===== config.mk =====
export PLATFORM = sky130hd
export DESIGN_NAME = bcd_cal_clock
export DESIGN_NICKNAME = d
export VERILOG_FILES = /design/src/rtl/bcd_cal_pkg.sv /design/src/rtl/cal_advance.sv /design/src/rtl/cal_bus_write.sv /design/src/rtl/cal_read_mux.sv /design/src/rtl/bcd_cal_clock.sv
export SDC_FILE = /design/constraint.sdc
export NUM_CORES = 1
export LEC_CHECK = 0
export CORE_AREA = 2 2 131 133
export DETAILED_ROUTE_END_ITERATION = 12
export DIE_AREA = 0 0 133 135
export PLACE_DENSITY = 0.67
export SYNTH_ARGS = -nofsm -noshare
export SYNTH_HDL_FRONTEND = slang
export SYNTH_SLANG_ARGS = --single-unit

===== constraint.sdc =====
create_clock -name clk_i -period 3.3 [get_ports clk_i]
set_clock_uncertainty 0.2 [all_clocks]
set_input_delay 0.66 -clock clk_i [delete_from_list [all_inputs] [get_ports clk_i]]
set_output_delay 0.66 -clock clk_i [all_outputs]
set_load 0.01 [all_outputs]

===== src/rtl/bcd_cal_pkg.sv =====
package bcd_cal_pkg;

  localparam int unsigned NUM_FLD = 8;

  localparam int unsigned OFS_HUND = 0;
  localparam int unsigned OFS_SEC  = 1;
  localparam int unsigned OFS_MIN  = 2;
  localparam int unsigned OFS_HOUR = 4;
  localparam int unsigned OFS_DOW  = 6;
  localparam int unsigned OFS_DATE = 8;
  localparam int unsigned OFS_MON  = 9;
  localparam int unsigned OFS_YEAR = 10;
  localparam int unsigned OFS_CMD  = 11;

  localparam int unsigned FLD_HUND = 0;
  localparam int unsigned FLD_SEC  = 1;
  localparam int unsigned FLD_MIN  = 2;
  localparam int unsigned FLD_HOUR = 3;
  localparam int unsigned FLD_DOW  = 4;
  localparam int unsigned FLD_DATE = 5;
  localparam int unsigned FLD_MON  = 6;
  localparam int unsigned FLD_YEAR = 7;

  typedef struct packed {
    logic [7:0] hund;
    logic [6:0] sec;
    logic [6:0] min;
    logic [6:0] hour;
    logic [2:0] dow;
    logic [5:0] date;
    logic [4:0] month;
    logic [7:0] year;
  } cal_time_t;

  localparam cal_time_t CAL_RST = '{hund: 8'h00, sec: 7'h00, min: 7'h00,
                                    hour: 7'h00, dow: 3'd1, date: 6'h01,
                                    month: 5'h01, year: 8'h00};

  function automatic logic [7:0] bcd_inc(input logic [7:0] v);
    if (v[3:0] == 4'h9) return {v[7:4] + 4'h1, 4'h0};
    return {v[7:4], v[3:0] + 4'h1};
  endfunction

  // BCD year divisible by 4: even tens with ones 0/4/8, odd tens with ones 2/6
  function automatic logic is_leap(input logic [7:0] y);
    if (y[4]) return (y[3:0] == 4'h2) || (y[3:0] == 4'h6);
    return (y[3:0] == 4'h0) || (y[3:0] == 4'h4) || (y[3:0] == 4'h8);
  endfunction

  function automatic logic [5:0] last_date(input logic [4:0] m, input logic [7:0] y);
    case (m)
      5'h02:                      return is_leap(y) ? 6'h29 : 6'h28;
      5'h04, 5'h06, 5'h09, 5'h11: return 6'h30;
      default:                    return 6'h31;
    endcase
  endfunction

endpackage


===== src/rtl/cal_advance.sv =====
module cal_advance
  import bcd_cal_pkg::*;
(
  input  cal_time_t cur_i,
  output cal_time_t nxt_o
);

  logic [7:0] inc_hund, inc_sec, inc_min, inc_h12, inc_h24, inc_date, inc_mon, inc_year;
  logic [7:0] hv12, hv24;
  logic       c_sec, c_min, c_hr, c_day, c_mon, c_yr;

  assign hv12     = {3'b000, cur_i.hour[4:0]};
  assign hv24     = {2'b00, cur_i.hour[5:0]};
  assign inc_hund = bcd_inc(cur_i.hund);
  assign inc_sec  = bcd_inc({1'b0, cur_i.sec});
  assign inc_min  = bcd_inc({1'b0, cur_i.min});
  assign inc_h12  = bcd_inc(hv12);
  assign inc_h24  = bcd_inc(hv24);
  assign inc_date = bcd_inc({2'b00, cur_i.date});
  assign inc_mon  = bcd_inc({3'b000, cur_i.month});
  assign inc_year = bcd_inc(cur_i.year);

  assign c_sec = (cur_i.hund == 8'h99);
  assign c_min = c_sec && (cur_i.sec == 7'h59);
  assign c_hr  = c_min && (cur_i.min == 7'h59);

  always_comb begin
    nxt_o = cur_i;
    c_day = 1'b0;
    c_mon = 1'b0;
    c_yr  = 1'b0;
    nxt_o.hund = c_sec ? 8'h00 : inc_hund;
    if (c_sec) nxt_o.sec = c_min ? 7'h00 : inc_sec[6:0];
    if (c_min) nxt_o.min = c_hr ? 7'h00 : inc_min[6:0];
    if (c_hr) begin
      if (cur_i.hour[6]) begin
        if (hv12 == 8'h12) begin
          nxt_o.hour = {1'b1, cur_i.hour[5], 5'h01};
        end else if (hv12 == 8'h11) begin
          nxt_o.hour = {1'b1, ~cur_i.hour[5], 5'h12};
          c_day      = cur_i.hour[5];
        end else begin
          nxt_o.hour = {1'b1, cur_i.hour[5], inc_h12[4:0]};
        end
      end else if (hv24 == 8'h23) begin
        nxt_o.hour = 7'h00;
        c_day      = 1'b1;
      end else begin
        nxt_o.hour = {1'b0, inc_h24[5:0]};
      end
    end
    if (c_day) begin
      nxt_o.dow = (cur_i.dow == 3'd7) ? 3'd1 : cur_i.dow + 3'd1;
      if (cur_i.date == last_date(cur_i.month, cur_i.year)) begin
        nxt_o.date = 6'h01;
        c_mon      = 1'b1;
      end else begin
        nxt_o.date = inc_date[5:0];
      end
    end
    if (c_mon) begin
      if (cur_i.month == 5'h12) begin
        nxt_o.month = 5'h01;
        c_yr        = 1'b1;
      end else begin
        nxt_o.month = inc_mon[4:0];
      end
    end
    if (c_yr) nxt_o.year = (cur_i.year == 8'h99) ? 8'h00 : inc_year;
  end

endmodule


===== src/rtl/cal_bus_write.sv =====
module cal_bus_write
  import bcd_cal_pkg::*;
#(
  parameter int unsigned ADDR_W = 4
) (
  input  cal_time_t            base_i,
  input  logic                 we_i,
  input  logic [ADDR_W-1:0]    addr_i,
  input  logic [7:0]           wdata_i,
  output cal_time_t            upd_o,
  output logic [NUM_FLD-1:0]   hit_o
);

  always_comb begin
    upd_o = base_i;
    hit_o = '0;
    if (we_i) begin
      case (addr_i)
        ADDR_W'(OFS_HUND): begin upd_o.hund  = wdata_i;      hit_o[FLD_HUND] = 1'b1; end
        ADDR_W'(OFS_SEC):  begin upd_o.sec   = wdata_i[6:0]; hit_o[FLD_SEC]  = 1'b1; end
        ADDR_W'(OFS_MIN):  begin upd_o.min   = wdata_i[6:0]; hit_o[FLD_MIN]  = 1'b1; end
        ADDR_W'(OFS_HOUR): begin upd_o.hour  = wdata_i[6:0]; hit_o[FLD_HOUR] = 1'b1; end
        ADDR_W'(OFS_DOW):  begin upd_o.dow   = wdata_i[2:0]; hit_o[FLD_DOW]  = 1'b1; end
        ADDR_W'(OFS_DATE): begin upd_o.date  = wdata_i[5:0]; hit_o[FLD_DATE] = 1'b1; end
        ADDR_W'(OFS_MON):  begin upd_o.month = wdata_i[4:0]; hit_o[FLD_MON]  = 1'b1; end
        ADDR_W'(OFS_YEAR): begin upd_o.year  = wdata_i;      hit_o[FLD_YEAR] = 1'b1; end
        default: ;
      endcase
    end
  end

endmodule


===== src/rtl/cal_read_mux.sv =====
module cal_read_mux
  import bcd_cal_pkg::*;
#(
  parameter int unsigned ADDR_W = 4
) (
  input  cal_time_t          vis_i,
  input  logic               osc_off_i,
  input  logic               sqw_off_i,
  input  logic               xfer_en_i,
  input  logic [ADDR_W-1:0]  addr_i,
  output logic [7:0]         rdata_o
);

  always_comb begin
    case (addr_i)
      ADDR_W'(OFS_HUND): rdata_o = vis_i.hund;
      ADDR_W'(OFS_SEC):  rdata_o = {1'b0, vis_i.sec};
      ADDR_W'(OFS_MIN):  rdata_o = {1'b0, vis_i.min};
      ADDR_W'(OFS_HOUR): rdata_o = {1'b0, vis_i.hour};
      ADDR_W'(OFS_DOW):  rdata_o = {5'b0, vis_i.dow};
      ADDR_W'(OFS_DATE): rdata_o = {2'b0, vis_i.date};
      ADDR_W'(OFS_MON):  rdata_o = {osc_off_i, sqw_off_i, 1'b0, vis_i.month};
      ADDR_W'(OFS_YEAR): rdata_o = vis_i.year;
      ADDR_W'(OFS_CMD):  rdata_o = {xfer_en_i, 7'b0};
      default:           rdata_o = 8'h00;
    endcase
  end

endmodule


===== src/rtl/bcd_cal_clock.sv =====
module bcd_cal_clock
  import bcd_cal_pkg::*;
#(
  parameter int unsigned ADDR_W = 4
) (
  input  logic              clk_i,
  input  logic              rst_ni,
  input  logic              tick_i,
  input  logic              we_i,
  input  logic [ADDR_W-1:0] addr_i,
  input  logic [7:0]        wdata_i,
  output logic [7:0]        rdata_o,
  input  logic              sq_ref_i,
  output logic              sqw_o,
  output logic              sqw_oe_o
);

  cal_time_t          int_q, vis_q, adv_time, int_wr, vis_wr, merged, nxt_int, nxt_vis;
  logic [NUM_FLD-1:0] dirty_q, dirty_d, hit_int, hit_vis;
  logic               te_q, osc_off_q, sqw_off_q;
  logic               tick_adv, cmd_wr, mon_wr, load_en;

  assign tick_adv = tick_i && !osc_off_q;
  assign cmd_wr   = we_i && (addr_i == ADDR_W'(OFS_CMD));
  assign mon_wr   = we_i && (addr_i == ADDR_W'(OFS_MON));
  assign load_en  = cmd_wr && wdata_i[7] && !te_q;

  cal_advance i_adv (.cur_i(int_q), .nxt_o(adv_time));

  cal_bus_write #(.ADDR_W(ADDR_W)) i_wr_int (
    .base_i(tick_adv ? adv_time : int_q), .we_i(we_i && te_q), .addr_i(addr_i),
    .wdata_i(wdata_i), .upd_o(int_wr), .hit_o(hit_int));

  cal_bus_write #(.ADDR_W(ADDR_W)) i_wr_vis (
    .base_i(vis_q), .we_i(we_i), .addr_i(addr_i),
    .wdata_i(wdata_i), .upd_o(vis_wr), .hit_o(hit_vis));

  // fields written during freeze replace the running copy on re-enable
  always_comb begin
    merged = int_q;
    if (dirty_q[FLD_HUND]) merged.hund  = vis_q.hund;
    if (dirty_q[FLD_SEC])  merged.sec   = vis_q.sec;
    if (dirty_q[FLD_MIN])  merged.min   = vis_q.min;
    if (dirty_q[FLD_HOUR]) merged.hour  = vis_q.hour;
    if (dirty_q[FLD_DOW])  merged.dow   = vis_q.dow;
    if (dirty_q[FLD_DATE]) merged.date  = vis_q.date;
    if (dirty_q[FLD_MON])  merged.month = vis_q.month;
    if (dirty_q[FLD_YEAR]) merged.year  = vis_q.year;
  end

  always_comb begin
    dirty_d = dirty_q;
    if (load_en) begin
      nxt_int = merged;
      nxt_vis = merged;
      dirty_d = '0;
    end else begin
      nxt_int = int_wr;
      nxt_vis = te_q ? int_wr : vis_wr;
      if (!te_q) dirty_d = dirty_q | hit_vis;
    end
  end

  always_ff @(posedge clk_i or negedge rst_ni) begin
    if (!rst_ni) begin
      int_q     <= CAL_RST;
      vis_q     <= CAL_RST;
      dirty_q   <= '0;
      te_q      <= 1'b1;
      osc_off_q <= 1'b0;
      sqw_off_q <= 1'b1;
    end else begin
      int_q   <= nxt_int;
      vis_q   <= nxt_vis;
      dirty_q <= dirty_d;
      if (cmd_wr) te_q <= wdata_i[7];
      if (mon_wr) {osc_off_q, sqw_off_q} <= wdata_i[7:6];
    end
  end

  cal_read_mux #(.ADDR_W(ADDR_W)) i_rd (
    .vis_i(vis_q), .osc_off_i(osc_off_q), .sqw_off_i(sqw_off_q), .xfer_en_i(te_q),
    .addr_i(addr_i), .rdata_o(rdata_o));

  assign sqw_oe_o = !sqw_off_q;
  assign sqw_o    = sq_ref_i && !sqw_off_q;

  assert_sec_carry_R2: assert property (@(posedge clk_i) disable iff (!rst_ni)
    (tick_adv && !we_i && int_q.hund == 8'h99) |=>
      (int_q.hund == 8'h00 && int_q.sec != $past(int_q.sec)));

  assert_track_R3: assert property (@(posedge clk_i) disable iff (!rst_ni)
    (te_q && !we_i) |=> (vis_q == int_q));

  assert_frozen_hold_R4: assert property (@(posedge clk_i) disable iff (!rst_ni)
    (!te_q && !we_i) |=> $stable(vis_q));

  assert_osc_stop_R10: assert property (@(posedge clk_i) disable iff (!rst_ni)
    (osc_off_q && !we_i) |=> $stable(int_q));

  assert_unused_zero_R11: assert property (@(posedge clk_i) disable iff (!rst_ni)
    (addr_i == ADDR_W'(OFS_SEC) || addr_i == ADDR_W'(OFS_HOUR)) |-> !rdata_o[7]);

endmodule


# Yosys cells after proc, flatten, opt, wreduce, memory -nomap -nowiden
# Index checks and enable logic that the tools add are counted.
[word_totals]
regBits = 113
in_bits = 17
out_inout_bits = 10
word_cells = 209
[classes]
addsub = 16
n_eq_ne = 35
n_mux = 101
n_bitwise = 2
n_reduce_logical = 35
[ops]
columns = ["op", "count"]
rows = [
  ["51-bit two-way mux", 6],
  ["7-bit two-way mux", 20],
  ["8-bit two-way mux", 16],
  ["8-bit one-hot mux with 9 select lines", 1],
  ["6-bit two-way mux", 11],
  ["4-bit == test (second input constant)", 12],
  ["5-bit two-way mux", 9],
  ["4-bit by 1-bit adder with 4-bit output (second input constant)", 9],
  ["1-bit two-way mux", 32],
  ["3-bit nonzero test", 9],
  ["5-bit == test (second input constant)", 4],
  ["4-bit by 3-bit == test with 1-bit output (second input constant)", 4],
  ["8-bit == test (second input constant)", 2],
  ["2-bit AND reduction", 8],
  ["7-bit == test (second input constant)", 2],
  ["3-bit two-way mux", 4],
  ["6-bit one-hot mux with 2 select lines", 1],
  ["5-bit by 3-bit == test with 1-bit output (second input constant)", 2],
  ["3-bit by 1-bit adder with 3-bit output (second input constant)", 3],
  ["1-bit logical AND", 9],
  ["9-bit two-way mux", 1],
  ["4-bit by 2-bit == test with 1-bit output (second input constant)", 2],
  ["4-bit logical NOT", 2],
  ["8-bit OR", 1],
  ["other kinds (13)", 19],
]

# Depth between registers and ports, before layout
[logic_depth]
ltp_word = 22
mapped_depth = 12

# Hierarchy
# A second synthesis with hierarchy kept.
[hier_totals]
cells_unflattened = 1043
area_unflattened_um2 = 9789.4
[by_module_without_submodules]
columns = ["module", "n_inst", "cells_per_inst", "area_per_inst_um2", "seq_area_each_um2"]
rows = [
  ["bcd_cal_clock", 1, 558, 6007.0, 2837.7],
  ["cal_advance", 1, 282, 1808.0, 0.0],
  ["cal_bus_write", 2, 71, 728.2, 0.0],
  ["cal_read_mux", 1, 61, 518.0, 0.0],
]

# Least setup slack after synthesis
# Ideal clock, no wire load.
[synth_path]
path_kind = "register to register"
startpoint = "register int_q[24] (netlist name)"
endpoint = "register int_q[9] (netlist name)"
arrival_time_ps = 2691
t_required_ps = 3018
slack_ps = 327
path_stages_with_launch = 11
period_less_slack_ps = 2973
cell_sequence = "dfrtp_1 -> or3b_1 -> nor3_1 -> ha_1 -> o211ai_1 -> a211o_1 -> buf_4 -> nor4_4 -> a21oi_1 -> or4_1 -> a22oi_2"
[synth_lines]
columns = ["item", "line_no", "rtl"]
rows = [
  ["start, declared", "bcd_cal_clock.sv:18", "cal_time_t int_q, vis_q, adv_time, int_wr, vis_wr, merged, nxt_int, nxt_vis;"],
  ["start signal, assigned", "bcd_cal_clock.sv:73", "int_q <= nxt_int;"],
]

# Worst setup path after layout
[layout_path]
startpoint = "input addr_i[0]"
endpoint = "output rdata_o[0]"
[layout_between]
elab_chain_cells = 2
elab_cells_between_ends = 10
[layout_lines]
columns = ["item", "line_no", "rtl"]
rows = [
  ["start, declared", "bcd_cal_clock.sv:10", "input logic [ADDR_W-1:0] addr_i,"],
  ["4-bit == test, or another cell as far along", "cal_read_mux.sv:15", "case (addr_i)"],
  ["8-bit one-hot mux with 9 select lines *", "cal_read_mux.sv:15", ""],
  ["end, declared", "bcd_cal_clock.sv:12", "output logic [7:0] rdata_o,"],
]
# Mark *: on every way between the ends. The rest lies on a longest branch, timed or not.

==> out/metrics.cfg <==
[synthesis]
ys_types=85
synth_fa_ha_area_share_pct=3.05
netlist_instances=1008
yosysTopAreaCellShare_pct=32.1
synth_area_per_cell_um2=8.13
yosys_most_used_dff=dfrtp_1
synthesis.area_um2=8190
ys_ff_latch=113
synthSimpleGateAreaFrac_pct=20.4
yosys_warnings=0
yosys.area.top_type=dfrtp_1
synth_top_family_by_area=compound AO/OA/AOI/OAI gates
synth_edf_count=0
synth_fp_nets=1045
synth_xor_area_share_pct=1.18
synthArstFlopShare_pct=100
synth_area_leaders=dfrtp_1 (32%), o21ai_0 (6.4%), mux2i_1 (6.0%)
synthMuxAreaShare_pct=7.64
ys_seq_area_share_pct=34.6
synth_compound_area_share_pct=28.2

[grt]
grt_pass1_wl_um=44400
grt_usage_pct=32.3
gr-total-overflow=0
grt_pass1_vias=7819
grt_max_degree=54
antenna_found_initial=0

[setup_path]
worstSetupPathType=input port to output pin
cp-end-kind=output pin
required_ps=2440
cp_data_arrival_time_ps=2320
cp-startpoint=addr_i[0]
cp-start-kind=input port
cp_max_fo=7
reg2reg_from=int_q[25]

[power]
p_sw_mw=3.04
p_leak_nw=4.25
p_per_area_nw_per_um2=765
vdd_ir_drop_max_uv=413
combPwrFrac_pct=34.5
seq_power_share_pct=38.1
swShare_pct=39.8
internal_power_mw=4.61
clkPwrFrac_pct=27.4

[drt]
drt-met1-wl_um=11900
drc=0
antenna_left=0
met3_length_um=2760
post_drt_wl_per_cell_um=21.6
routed_via_density=6.38
num_vias=8398
maxUsedRoutingLayer=met4
met2_length_um=12800
drt-total-wl_um=28500
drt_iter0_markers=853
drtPass1Iterations=6

[layout]
fin_area_um2=10000
n_antenna_cell=0
multiInputGateArea_um2=5020
drive_gt1_share_pct=17.1
fill_cells=1418
finalNetCount=1120
fin_cells=1316
syn_to_final_growth_pct=22.2
seq_area_um2=2840

[clock_tree]
clock_sinks=113
cts_buffers=17
cts_buffer_depth=2
clkLatencyLatePin_ps=430
cts_tree=yes
clkTransAtPathRegs_ps=50
htreeDepth=4
cts_root_buf=clkbuf_16
holdBufCountCts=0

[die]
die_area_um2=18000
core_area_um2=16400
die_h_um=135
rows=47
die_w_um=133
ios=27
start_util_pct=49.9

[sta]
final-hold-violation-count=0
finalSetupViolCount=0
tightest_slew_ps=947
drv_slew=0
relSlewSlack_pct=36.7
hold_ws_ps=65.8
fmax_ghz=0.314
period_share_pct=96.4
rsz0062_at_grt=true
period_minus_slack_ps=3180
tns_ps=0

[run]
drv_cap=0

[placement]
hpwl_um=20400
dp.cells=1284
place.gp.congestion=0.990
dpl_cell_area_um2=9320
io_buffers=26

[worst_hold_path]
hp-class=input port to async pin

[run_status]
status=finished, final reports clean

[stage by stage]
step	setup slack [ps]	util (%)	power, mW
final	120	61.0	7.66
after global placement	-282	56.8	5.44
after CTS	26.4	60.9	7.60
after global routing	-1.58	61.0	8.10
after floorplan	327	-	4.42
after detailed placement	-330	56.8	5.49
[registers in the layout, indices dropped and copies added (netlist names)]
signal,cells
te_q,1
vis_q,51
sqw_off_q,1
osc_off_q,1
dirty_q,8
int_q,51
[what timing repair did]
| item | 4_1_cts | 5_1_grt |
|---|---|---|
| resized for setup | 18 | 8 |
| setup endpoints to repair | 8 | 13 |
| pin swaps | 5 | 7 |
| buffers inserted | 0 | 0 |
[critical path: stages]
cell and delay [ps]:
dlygate4sd2_1 300, buf_4 180, nor4bb_2 160, buf_4 160, a222oi_1 360, nand4_1 220, clkdlybuf4s15_1 270
[power groups by stage]
stage | combinational (mW) | clock, mW | sequential [mW]
2_1_floorplan | 2.05 | 0 | 2.37
6_report | 2.64 | 2.10 | 2.92
3_3_place_gp | 2.54 | 0 | 2.90
4_1_cts | 2.61 | 2.11 | 2.88
3_5_place_dp | 2.59 | 0 | 2.90
5_1_grt | 2.94 | 2.17 | 2.99
[layout by cell type (no fill, tap or decap), types with 6 or more instances in the layout]
master	count
dfstp_2	8
o21a_1	7
mux2i_1	48
a221o_1	11
a22oi_1	18
buf_4	96
xor2_1	6
o31ai_1	8
clkbuf_16	17
clkdlybuf4s50_1	13
a21oi_1	89
o22ai_1	11
mux2_2	12
nor2b_1	9
dfrtp_1	105
dlygate4sd2_1	7
nand2b_1	9
inv_1	28
nor2_1	100
and2_1	8
a21boi_0	10
nor3_1	14
ha_1	20
nand3_1	17
nand2_1	130
o211ai_1	10
a31oi_1	20
a21o_1	11
a222oi_1	10
nand4_1	8
buf_12	7
o21ai_0	105
[Yosys cell counts (4+ instances only)]
library cell / count
o2111ai_1: 4
o21ai_0: 105
dfrtp_1: 105
nor4_2: 4
xor2_1: 7
ha_1: 20
a31oi_1: 20
a22oi_1: 18
a222oi_1: 10
and2_1: 8
nand2b_1: 11
nand2_1: 130
nand4_1: 8
a221o_1: 11
mux2_2: 12
buf_1: 6
a21oi_1: 89
and3_1: 4
nand3b_1: 5
o31ai_1: 8
clkbuf_1: 59
o21a_1: 7
o221ai_1: 4
dfstp_2: 8
nand3_1: 18
nor2_1: 101
nor3_1: 14
nor2b_1: 9
o211ai_1: 10
a21boi_0: 10
inv_1: 28
a211o_1: 5
xnor2_1: 4
a21o_1: 11
o22ai_1: 11
mux2i_1: 49
buf_2: 4
[final cells by class]
type | count | area share [%]
tap | 220 | 2.75
multi-input combinational | 794 | 50.2
timing repair buffer | 129 | 11.1
clock buffer | 22 | 4.84
sequential | 113 | 28.4
clock inverter | 10 | 1.79
inverter | 28 | 1.05
[per-layer routing]
metal	global-route usage (%)	vias up
met2	49.9	421
met4	13.7	0
met1	43.7	4034
met5	0	-
met3	7.73	85
li1	-	3858
[final timing paths]
kind / end / cells past startpoint / slack (ps)
worst min-delay path: int_q[43] / 1 / 70
worst max register to register: int_q[1] / 11 / 170
worst min register to register: vis_q[13] / 2 / 320
worst max-delay path: rdata_o[0] / 7 / 120
min in group clk_i: vis_q[13] / 2 / 320
max in group asynchronous: sqw_off_q / 2 / 2080
[logic make-up (layout without fill, tap and decap cells)]
| family | Yosys count | after routing |
|---|---|---|
| simple gates | 344 | 344 |
| buf+inv | 101 | 189 |
| xor+xnor | 11 | 11 |
| mux | 61 | 61 |
| flops | 113 | 113 |
| fa+ha+maj | 20 | 20 |
| compound gates | 358 | 358 |
Note: power is estimated with default switching activity, not from simulation.
